==> src/rtl/dcal_pkg.sv <==
package dcal_pkg;
   localparam int DC_BYTES = 4;
   localparam int BYTE_W   = 8;
   localparam int DC_W     = DC_BYTES * BYTE_W;
   localparam int IDX_W    = $clog2(DC_BYTES);
   localparam int STEP_W   = $clog2(DC_BYTES + 1);

   typedef enum logic [1:0] {
      SU_IDLE   = 2'd0,
      SU_EST    = 2'd1,
      SU_SETTLE = 2'd2
   } su_state_e;
endpackage

==> src/rtl/dcal_cnt.sv <==
module dcal_cnt #(
   parameter int W = 4
) (
   input  logic         clk,
   input  logic         rst_n,
   input  logic         load,
   input  logic [W-1:0] load_val,
   input  logic         en,
   output logic         zero
);
   logic [W-1:0] cnt_q;

   always_ff @(posedge clk or negedge rst_n) begin
      if (!rst_n)                 cnt_q <= '0;
      else if (load)              cnt_q <= load_val;
      else if (en && cnt_q != '0) cnt_q <= cnt_q - 1'b1;
   end

   assign zero = (cnt_q == '0);
endmodule

==> src/rtl/dcal_startup.sv <==
module dcal_startup
   import dcal_pkg::*;
#(
   parameter int EST_CYC = 8,
   parameter int SET_CYC = 6
) (
   input  logic clk,
   input  logic rst_n,
   input  logic start_i,
   input  logic abort_i,
   input  logic est_en_i,
   output logic force_min_o,
   output logic ld_req_o,
   output logic auto_clr_o,
   output logic sync_req_o
);
   localparam int CMAX = (EST_CYC > SET_CYC) ? EST_CYC : SET_CYC;
   localparam int CW   = $clog2(CMAX + 1);

   su_state_e st_q, st_d;
   logic      go, est_zero, set_zero, est_done, set_done;

   assign go       = start_i && !abort_i;
   assign est_done = (st_q == SU_EST)    && est_zero && !abort_i && !start_i;
   assign set_done = (st_q == SU_SETTLE) && set_zero && !abort_i && !start_i;

   dcal_cnt #(.W(CW)) u_est_cnt (
      .clk      (clk),
      .rst_n    (rst_n),
      .load     (go && est_en_i),
      .load_val (CW'(EST_CYC - 1)),
      .en       (st_q == SU_EST),
      .zero     (est_zero)
   );

   dcal_cnt #(.W(CW)) u_set_cnt (
      .clk      (clk),
      .rst_n    (rst_n),
      .load     (est_done),
      .load_val (CW'(SET_CYC - 1)),
      .en       (st_q == SU_SETTLE),
      .zero     (set_zero)
   );

   always_comb begin
      st_d = st_q;
      if (abort_i)       st_d = SU_IDLE;
      else if (go)       st_d = est_en_i ? SU_EST : SU_IDLE;
      else if (est_done) st_d = SU_SETTLE;
      else if (set_done) st_d = SU_IDLE;
   end

   always_ff @(posedge clk or negedge rst_n) begin
      if (!rst_n) st_q <= SU_IDLE;
      else        st_q <= st_d;
   end

   assign force_min_o = (st_q == SU_EST);
   assign ld_req_o    = est_done;
   assign auto_clr_o  = go && est_en_i;
   assign sync_req_o  = (go && !est_en_i) || set_done;
endmodule

==> src/rtl/dcal_eop.sv <==
module dcal_eop
   import dcal_pkg::*;
#(
   parameter int LEN_W = 8
) (
   input  logic              clk,
   input  logic              rst_n,
   input  logic              start_i,
   input  logic              abort_i,
   input  logic              byte_vld_i,
   input  logic [LEN_W-1:0]  pkt_len_i,
   input  logic              off_req_i,
   input  logic              wb_en_i,
   input  logic              crc_err_i,
   input  logic [DC_W-1:0]   dc_est_i,
   output logic              rssi_cap_o,
   output logic              dc_cap_o,
   output logic [IDX_W-1:0]  dc_idx_o,
   output logic [BYTE_W-1:0] dc_byte_o,
   output logic              freq_cap_o,
   output logic              wb_req_o,
   output logic [DC_W-1:0]   wb_val_o
);
   logic [LEN_W-1:0]  bcnt_q, bcnt_nx, rssi_pos;
   logic              rssi_q;
   logic              busy_q;
   logic [STEP_W-1:0] step_q;
   logic [DC_W-1:0]   cap_q;

   assign bcnt_nx  = bcnt_q + 1'b1;
   assign rssi_pos = (pkt_len_i < LEN_W'(2)) ? LEN_W'(1) : pkt_len_i - 1'b1;

   always_ff @(posedge clk or negedge rst_n) begin
      if (!rst_n) begin
         bcnt_q <= '0;
         rssi_q <= 1'b0;
      end else if (start_i || abort_i) begin
         bcnt_q <= '0;
         rssi_q <= 1'b0;
      end else begin
         rssi_q <= byte_vld_i && (bcnt_nx == rssi_pos);
         if (byte_vld_i) bcnt_q <= bcnt_nx;
      end
   end

   always_ff @(posedge clk or negedge rst_n) begin
      if (!rst_n) begin
         busy_q <= 1'b0;
         step_q <= '0;
         cap_q  <= '0;
      end else if (abort_i) begin
         busy_q <= 1'b0;
         step_q <= '0;
      end else if (!busy_q) begin
         if (off_req_i) begin
            busy_q <= 1'b1;
            step_q <= '0;
         end
      end else if (step_q == STEP_W'(DC_BYTES)) begin
         busy_q <= 1'b0;
         step_q <= '0;
      end else begin
         cap_q[step_q[IDX_W-1:0]*BYTE_W +: BYTE_W] <= dc_byte_o;
         step_q <= step_q + 1'b1;
      end
   end

   assign rssi_cap_o = rssi_q;
   assign dc_cap_o   = busy_q && (step_q < STEP_W'(DC_BYTES));
   assign dc_idx_o   = step_q[IDX_W-1:0];
   assign dc_byte_o  = dc_est_i[dc_idx_o*BYTE_W +: BYTE_W];
   assign freq_cap_o = busy_q && (step_q == STEP_W'(DC_BYTES));
   assign wb_req_o   = freq_cap_o && wb_en_i && !crc_err_i && !abort_i;
   assign wb_val_o   = cap_q;
endmodule

==> src/rtl/dcal_seq.sv <==
module dcal_seq
   import dcal_pkg::*;
#(
   parameter int GAIN_W   = 4,
   parameter int GAIN_MIN = 0,
   parameter int EST_CYC  = 8,
   parameter int SET_CYC  = 6,
   parameter int LEN_W    = 8,
   parameter bit GAIN_REG = 1'b0
) (
   input  logic              clk,
   input  logic              rst_n,
   input  logic              rx_start_i,
   input  logic              abort_i,
   input  logic              est_en_i,
   input  logic              wb_en_i,
   input  logic [GAIN_W-1:0] gain_prog_i,
   input  logic [31:0]       dc_est_i,
   input  logic              byte_vld_i,
   input  logic [LEN_W-1:0]  pkt_len_i,
   input  logic              crc_err_i,
   input  logic              demod_off_req_i,
   output logic [GAIN_W-1:0] lna_gain_o,
   output logic              dc_manual_o,
   output logic              ovr_we_o,
   output logic [31:0]       ovr_val_o,
   output logic              rssi_cap_o,
   output logic              dc_cap_o,
   output logic [1:0]        dc_idx_o,
   output logic [7:0]        dc_byte_o,
   output logic              freq_cap_o,
   output logic              demod_off_ok_o,
   output logic              sync_start_o
);
   if (EST_CYC < 1 || SET_CYC < 1) begin : g_bad_wait
      $error("dcal_seq: EST_CYC and SET_CYC must be at least 1");
   end
   if (GAIN_W < 1 || GAIN_MIN < 0 || GAIN_MIN >= (1 << GAIN_W)) begin : g_bad_gain
      $error("dcal_seq: GAIN_MIN must fit in GAIN_W bits");
   end
   if (LEN_W < 2) begin : g_bad_len
      $error("dcal_seq: LEN_W must be at least 2");
   end
   if (DC_W != 32 || IDX_W != 2) begin : g_bad_dc
      $error("dcal_seq: port widths assume four DC bytes");
   end

   logic            force_min, ld_req, auto_clr, sync_req;
   logic            wb_req;
   logic [DC_W-1:0] wb_val;
   logic            manual_q, ovr_we_q, sync_q;
   logic [DC_W-1:0] ovr_q;
   logic [GAIN_W-1:0] gain_c;

   dcal_startup #(
      .EST_CYC (EST_CYC),
      .SET_CYC (SET_CYC)
   ) u_startup (
      .clk         (clk),
      .rst_n       (rst_n),
      .start_i     (rx_start_i),
      .abort_i     (abort_i),
      .est_en_i    (est_en_i),
      .force_min_o (force_min),
      .ld_req_o    (ld_req),
      .auto_clr_o  (auto_clr),
      .sync_req_o  (sync_req)
   );

   dcal_eop #(
      .LEN_W (LEN_W)
   ) u_eop (
      .clk        (clk),
      .rst_n      (rst_n),
      .start_i    (rx_start_i),
      .abort_i    (abort_i),
      .byte_vld_i (byte_vld_i),
      .pkt_len_i  (pkt_len_i),
      .off_req_i  (demod_off_req_i),
      .wb_en_i    (wb_en_i),
      .crc_err_i  (crc_err_i),
      .dc_est_i   (dc_est_i),
      .rssi_cap_o (rssi_cap_o),
      .dc_cap_o   (dc_cap_o),
      .dc_idx_o   (dc_idx_o),
      .dc_byte_o  (dc_byte_o),
      .freq_cap_o (freq_cap_o),
      .wb_req_o   (wb_req),
      .wb_val_o   (wb_val)
   );

   always_ff @(posedge clk or negedge rst_n) begin
      if (!rst_n) begin
         manual_q <= 1'b0;
         ovr_we_q <= 1'b0;
         ovr_q    <= '0;
         sync_q   <= 1'b0;
      end else begin
         sync_q   <= sync_req;
         ovr_we_q <= ld_req || wb_req;
         if (ld_req)      ovr_q <= dc_est_i;
         else if (wb_req) ovr_q <= wb_val;
         if (ld_req)        manual_q <= 1'b1;
         else if (auto_clr) manual_q <= 1'b0;
      end
   end

   assign gain_c = force_min ? GAIN_W'(GAIN_MIN) : gain_prog_i;

   if (GAIN_REG) begin : g_gain_reg
      logic [GAIN_W-1:0] gain_q;
      always_ff @(posedge clk or negedge rst_n) begin
         if (!rst_n) gain_q <= gain_prog_i;
         else        gain_q <= gain_c;
      end
      assign lna_gain_o = gain_q;
   end else begin : g_gain_comb
      assign lna_gain_o = gain_c;
   end

   assign dc_manual_o    = manual_q;
   assign ovr_we_o       = ovr_we_q;
   assign ovr_val_o      = ovr_q;
   assign sync_start_o   = sync_q;
   assign demod_off_ok_o = freq_cap_o;
endmodule

==> config.mk <==
export PLATFORM = sky130hd
export DESIGN_NAME = dcal_seq
export DESIGN_NICKNAME = d
export VERILOG_FILES = /design/src/rtl/dcal_pkg.sv /design/src/rtl/dcal_cnt.sv /design/src/rtl/dcal_startup.sv /design/src/rtl/dcal_eop.sv /design/src/rtl/dcal_seq.sv
export SDC_FILE = /design/constraint.sdc
export NUM_CORES = 1
export LEC_CHECK = 0
export BUFFER_PORTS_ARGS = -buffer_cell sky130_fd_sc_hd__buf_2
export CAP_MARGIN = 20
export CORE_UTILIZATION = 44
export CTS_CLUSTER_DIAMETER = 200
export DETAILED_ROUTE_END_ITERATION = 6
export GPL_ROUTABILITY_DRIVEN = 0
export GPL_TIMING_DRIVEN = 1
export PLACE_DENSITY = 0.67
export SLEW_MARGIN = 20
export SYNTH_ARGS = -nofsm -noshare
export SYNTH_HDL_FRONTEND = slang
export SYNTH_HIERARCHICAL = 1
export SYNTH_SLANG_ARGS = --single-unit
export TNS_END_PERCENT = 30
==> constraint.sdc <==
create_clock -name clk -period 3.3 [get_ports clk]
set_clock_uncertainty 0.05 [all_clocks]
set_input_delay 0.66 -clock clk [delete_from_list [all_inputs] [get_ports clk]]
set_output_delay 0.66 -clock clk [all_outputs]
set_load 0.05 [all_outputs]
==> flow_metrics.env <==
export IMPL_max_freq_ghz=0.362
export IMPL_numCtsBuffers=9
export IMPL_die_y_um=107
export IMPL_cp_required_ps=2590
export IMPL_syn_area_sq_mm=0.00482
export IMPL_r2r_start="u_eop/step_q[0]"
export IMPL_avgSynthCellArea_sq_um=11.2
export IMPL_p_leak_uw=0.00258
export IMPL_first_pass_iters=4
export IMPL_setup_tns_ps=0
export IMPL_min_period_ps=2770
export IMPL_ant_nets=0
export IMPL_ys_ff_latch=90
export IMPL_drt_iter0_markers=218
export IMPL_track_usage=0.209
export IMPL_drv_cap=0
export IMPL_pre_cts_ws_ps=559
export IMPL_synthDistinctLibCells=69
export IMPL_num_rows=37
export IMPL_ys_warn_count=6
export IMPL_drive_above_1_share=0.301
export IMPL_cts_hold_buf=0
export IMPL_r2r_end="ovr_val_o[0]"
export IMPL_initial_utilization=0.461
export IMPL_multiInputGateArea_sq_mm=0.00236
export IMPL_fin_cells=675
export IMPL_avgViaCountPerCell=5.42
export IMPL_setup_ws_ps=535
export IMPL_grt_pass1_vias=3655
export IMPL_dpl_hpwl_um=8210
export IMPL_synth_ff_type="dfrtp_1"
export IMPL_vdd_drop_max_uv=372
export IMPL_fill_cells=958
export IMPL_core_sq_mm=0.0105
export IMPL_hold_viol_final=0
export IMPL_io_pins=106
export IMPL_status="complete, no violations"
export IMPL_synth_cells=430
export IMPL_vias=3656
export IMPL_startpoint_type="register"
export IMPL_cts_htree_levels=3
export IMPL_slew_headroom=0.598
export IMPL_seqCellArea_sq_mm=0.00225
export IMPL_worstRegToRegCells=7
export IMPL_postCtsSetupBuffers=0
export IMPL_clock_sinks=90
export IMPL_power_density_mw_per_mm2=630
export IMPL_critPathCaptureType="primary output"
export IMPL_r2r_slack_ps=560
export IMPL_clk_latency_ps=360
export IMPL_worstMarginPinSlew_ps=604
export IMPL_drt_wirelength_per_cell_um=16.7
export IMPL_clockBufferDepth=2
export IMPL_grt_max_degree=48
export IMPL_die_width_um=107
export IMPL_portBuffers=105
export IMPL_synth_edff_count=0
export IMPL_crit_type="reg2out"
export IMPL_async_flop_share=1.00
export IMPL_critPathMaxFanout=7
export IMPL_cts_root_buf="clkbuf_8"
export IMPL_finalWirelength_um=11300
export IMPL_drc=0
export IMPL_rsz0062_at_grt="false"
export IMPL_min_period_over_period=0.838
export IMPL_yosysSeqAreaShare=0.467
export IMPL_layout_nets=595
export IMPL_holdCritPathClass="in2async"
export IMPL_post_place_cells=659
export IMPL_ctsResizeCount=0
export IMPL_setup_violations=0
export IMPL_cts_tree="done"
export IMPL_clk_pin_slew_ps=100
export IMPL_area_growth_pct=17.3
export IMPL_crit_arrival_ps=2060
export IMPL_grt_ovfl_total=0
export IMPL_die_area_sq_mm=0.0114
export IMPL_antenna_cells=0
export IMPL_drv_slew=0
export IMPL_antenna_found_initial=0
export IMPL_grt_pass1_wl_um=18600
-- worst max-delay path by stage --
stage                     cells past startpoint            endpoint            start
after detailed placement                      7        ovr_val_o[9]  u_eop/step_q[0]
after CTS                                     4          freq_cap_o  u_eop/step_q[0]
after global placement                        7        ovr_val_o[5]  u_eop/step_q[0]
final                                         4          freq_cap_o  u_eop/step_q[0]
after floorplan                               8  u_eop/wb_val_o[10]  u_eop/step_q[1]
after global routing                          7       ovr_val_o[10]  u_eop/step_q[0]
-- cell families (layout without fill, tap and decap cells) --
family,count (synthesis),in the layout,synth area share
AOI/OAI and AO/OA,107,107,0.158
xor gates and xnor gates,16,16,0.0319
adders and majority gates,8,8,0.0208
buffers and inverters,37,140,0.0491
DFF,90,90,0.467
muxes,41,41,0.106
other,2,8,0.00156
and+or+nand+nor,129,129,0.165
-- synth_stat cells, types with 4 or more instances --
cell / count / area, sq um
mux2i_1: 33 / 330
clkbuf_1: 7 / 26.3
ha_1: 8 / 100
nand2_1: 46 / 173
a21oi_1: 8 / 40.0
nor2_1: 14 / 52.6
buf_2: 5 / 25.0
nor2b_1: 5 / 31.3
xor2_1: 9 / 78.8
nand3_1: 4 / 20.0
a22o_1: 32 / 280
xnor2_1: 6 / 52.6
buf_4: 5 / 37.5
mux4_2: 8 / 180
nor3_1: 10 / 50.1
dfrtp_1: 90 / 2250
inv_1: 12 / 45.0
o21ai_0: 11 / 55.1
o21ai_1: 30 / 150
nor3b_1: 5 / 37.5
-- stage by stage --
| stage | hold slack, ps | area [sq um] | power, uW | utilization |
|---|---|---|---|---|
| floorplan | 314 | 4840 | 2400 | - |
| global placement | 415 | 5430 | 2720 | 0.519 |
| detailed placement | 421 | 5430 | 2760 | 0.519 |
| CTS | 265 | 5650 | 3600 | 0.540 |
| global route | 265 | 5650 | 3760 | 0.540 |
| finish | 237 | 5650 | 3560 | 0.540 |
-- area by class of cell --
type	count	area share
Clock buffer	9	0.0219
Clock inverter	7	0.0179
Inverter	13	0.00863
Multi-Input combinational cell	309	0.417
Sequential cell	90	0.398
Tap cell	136	0.0301
Timing Repair Buffer	111	0.106
-- cells in the final DEF, fill, tap and decap left out, types with 10 or more instances in the layout --
| master | n |
|---|---|
| a22o_1 | 32 |
| buf_2 | 104 |
| dfrtp_1 | 90 |
| inv_1 | 12 |
| mux2i_1 | 33 |
| nand2_1 | 46 |
| nor2_1 | 14 |
| nor3_1 | 10 |
| o21ai_0 | 11 |
| o21ai_1 | 30 |
-- sequential cells by signal (all words and copies together), names as in the netlist --
signal	count
u_eop/busy_q	1
u_startup/u_set_cnt/cnt_q	4
u_startup/st_q	2
sync_start_o	1
u_eop/step_q	3
u_eop/bcnt_q	8
ovr_we_o	1
ovr_val_o	32
dc_manual_o	1
u_eop/wb_val_o	32
u_eop/rssi_cap_o	1
u_startup/u_est_cnt/cnt_q	4
-- metal layers --
| layer | track usage | part of all wire |
|---|---|---|
| met2 | 0.333 | 0.47 |
| met4 | 0.0607 | 0.0098 |
| met5 | 0 | 0 |
| met3 | 0.0353 | 0.044 |
| met1 | 0.292 | 0.48 |
-- power breakdown --
group          switching, uW  leakage, uW  internal [uW]
clock network            409     0.000106            432
logic                    907      0.00127            354
registers                148      0.00120           1310
total                   1460      0.00258           2100
-- worst max-delay path, stage by stage, from the launching register on --
cell and delay (ps):
dfrtp_1 380, inv_1 220, ha_1 520, and3_2 320, buf_2 270
(Power assumes the default switching activity.)
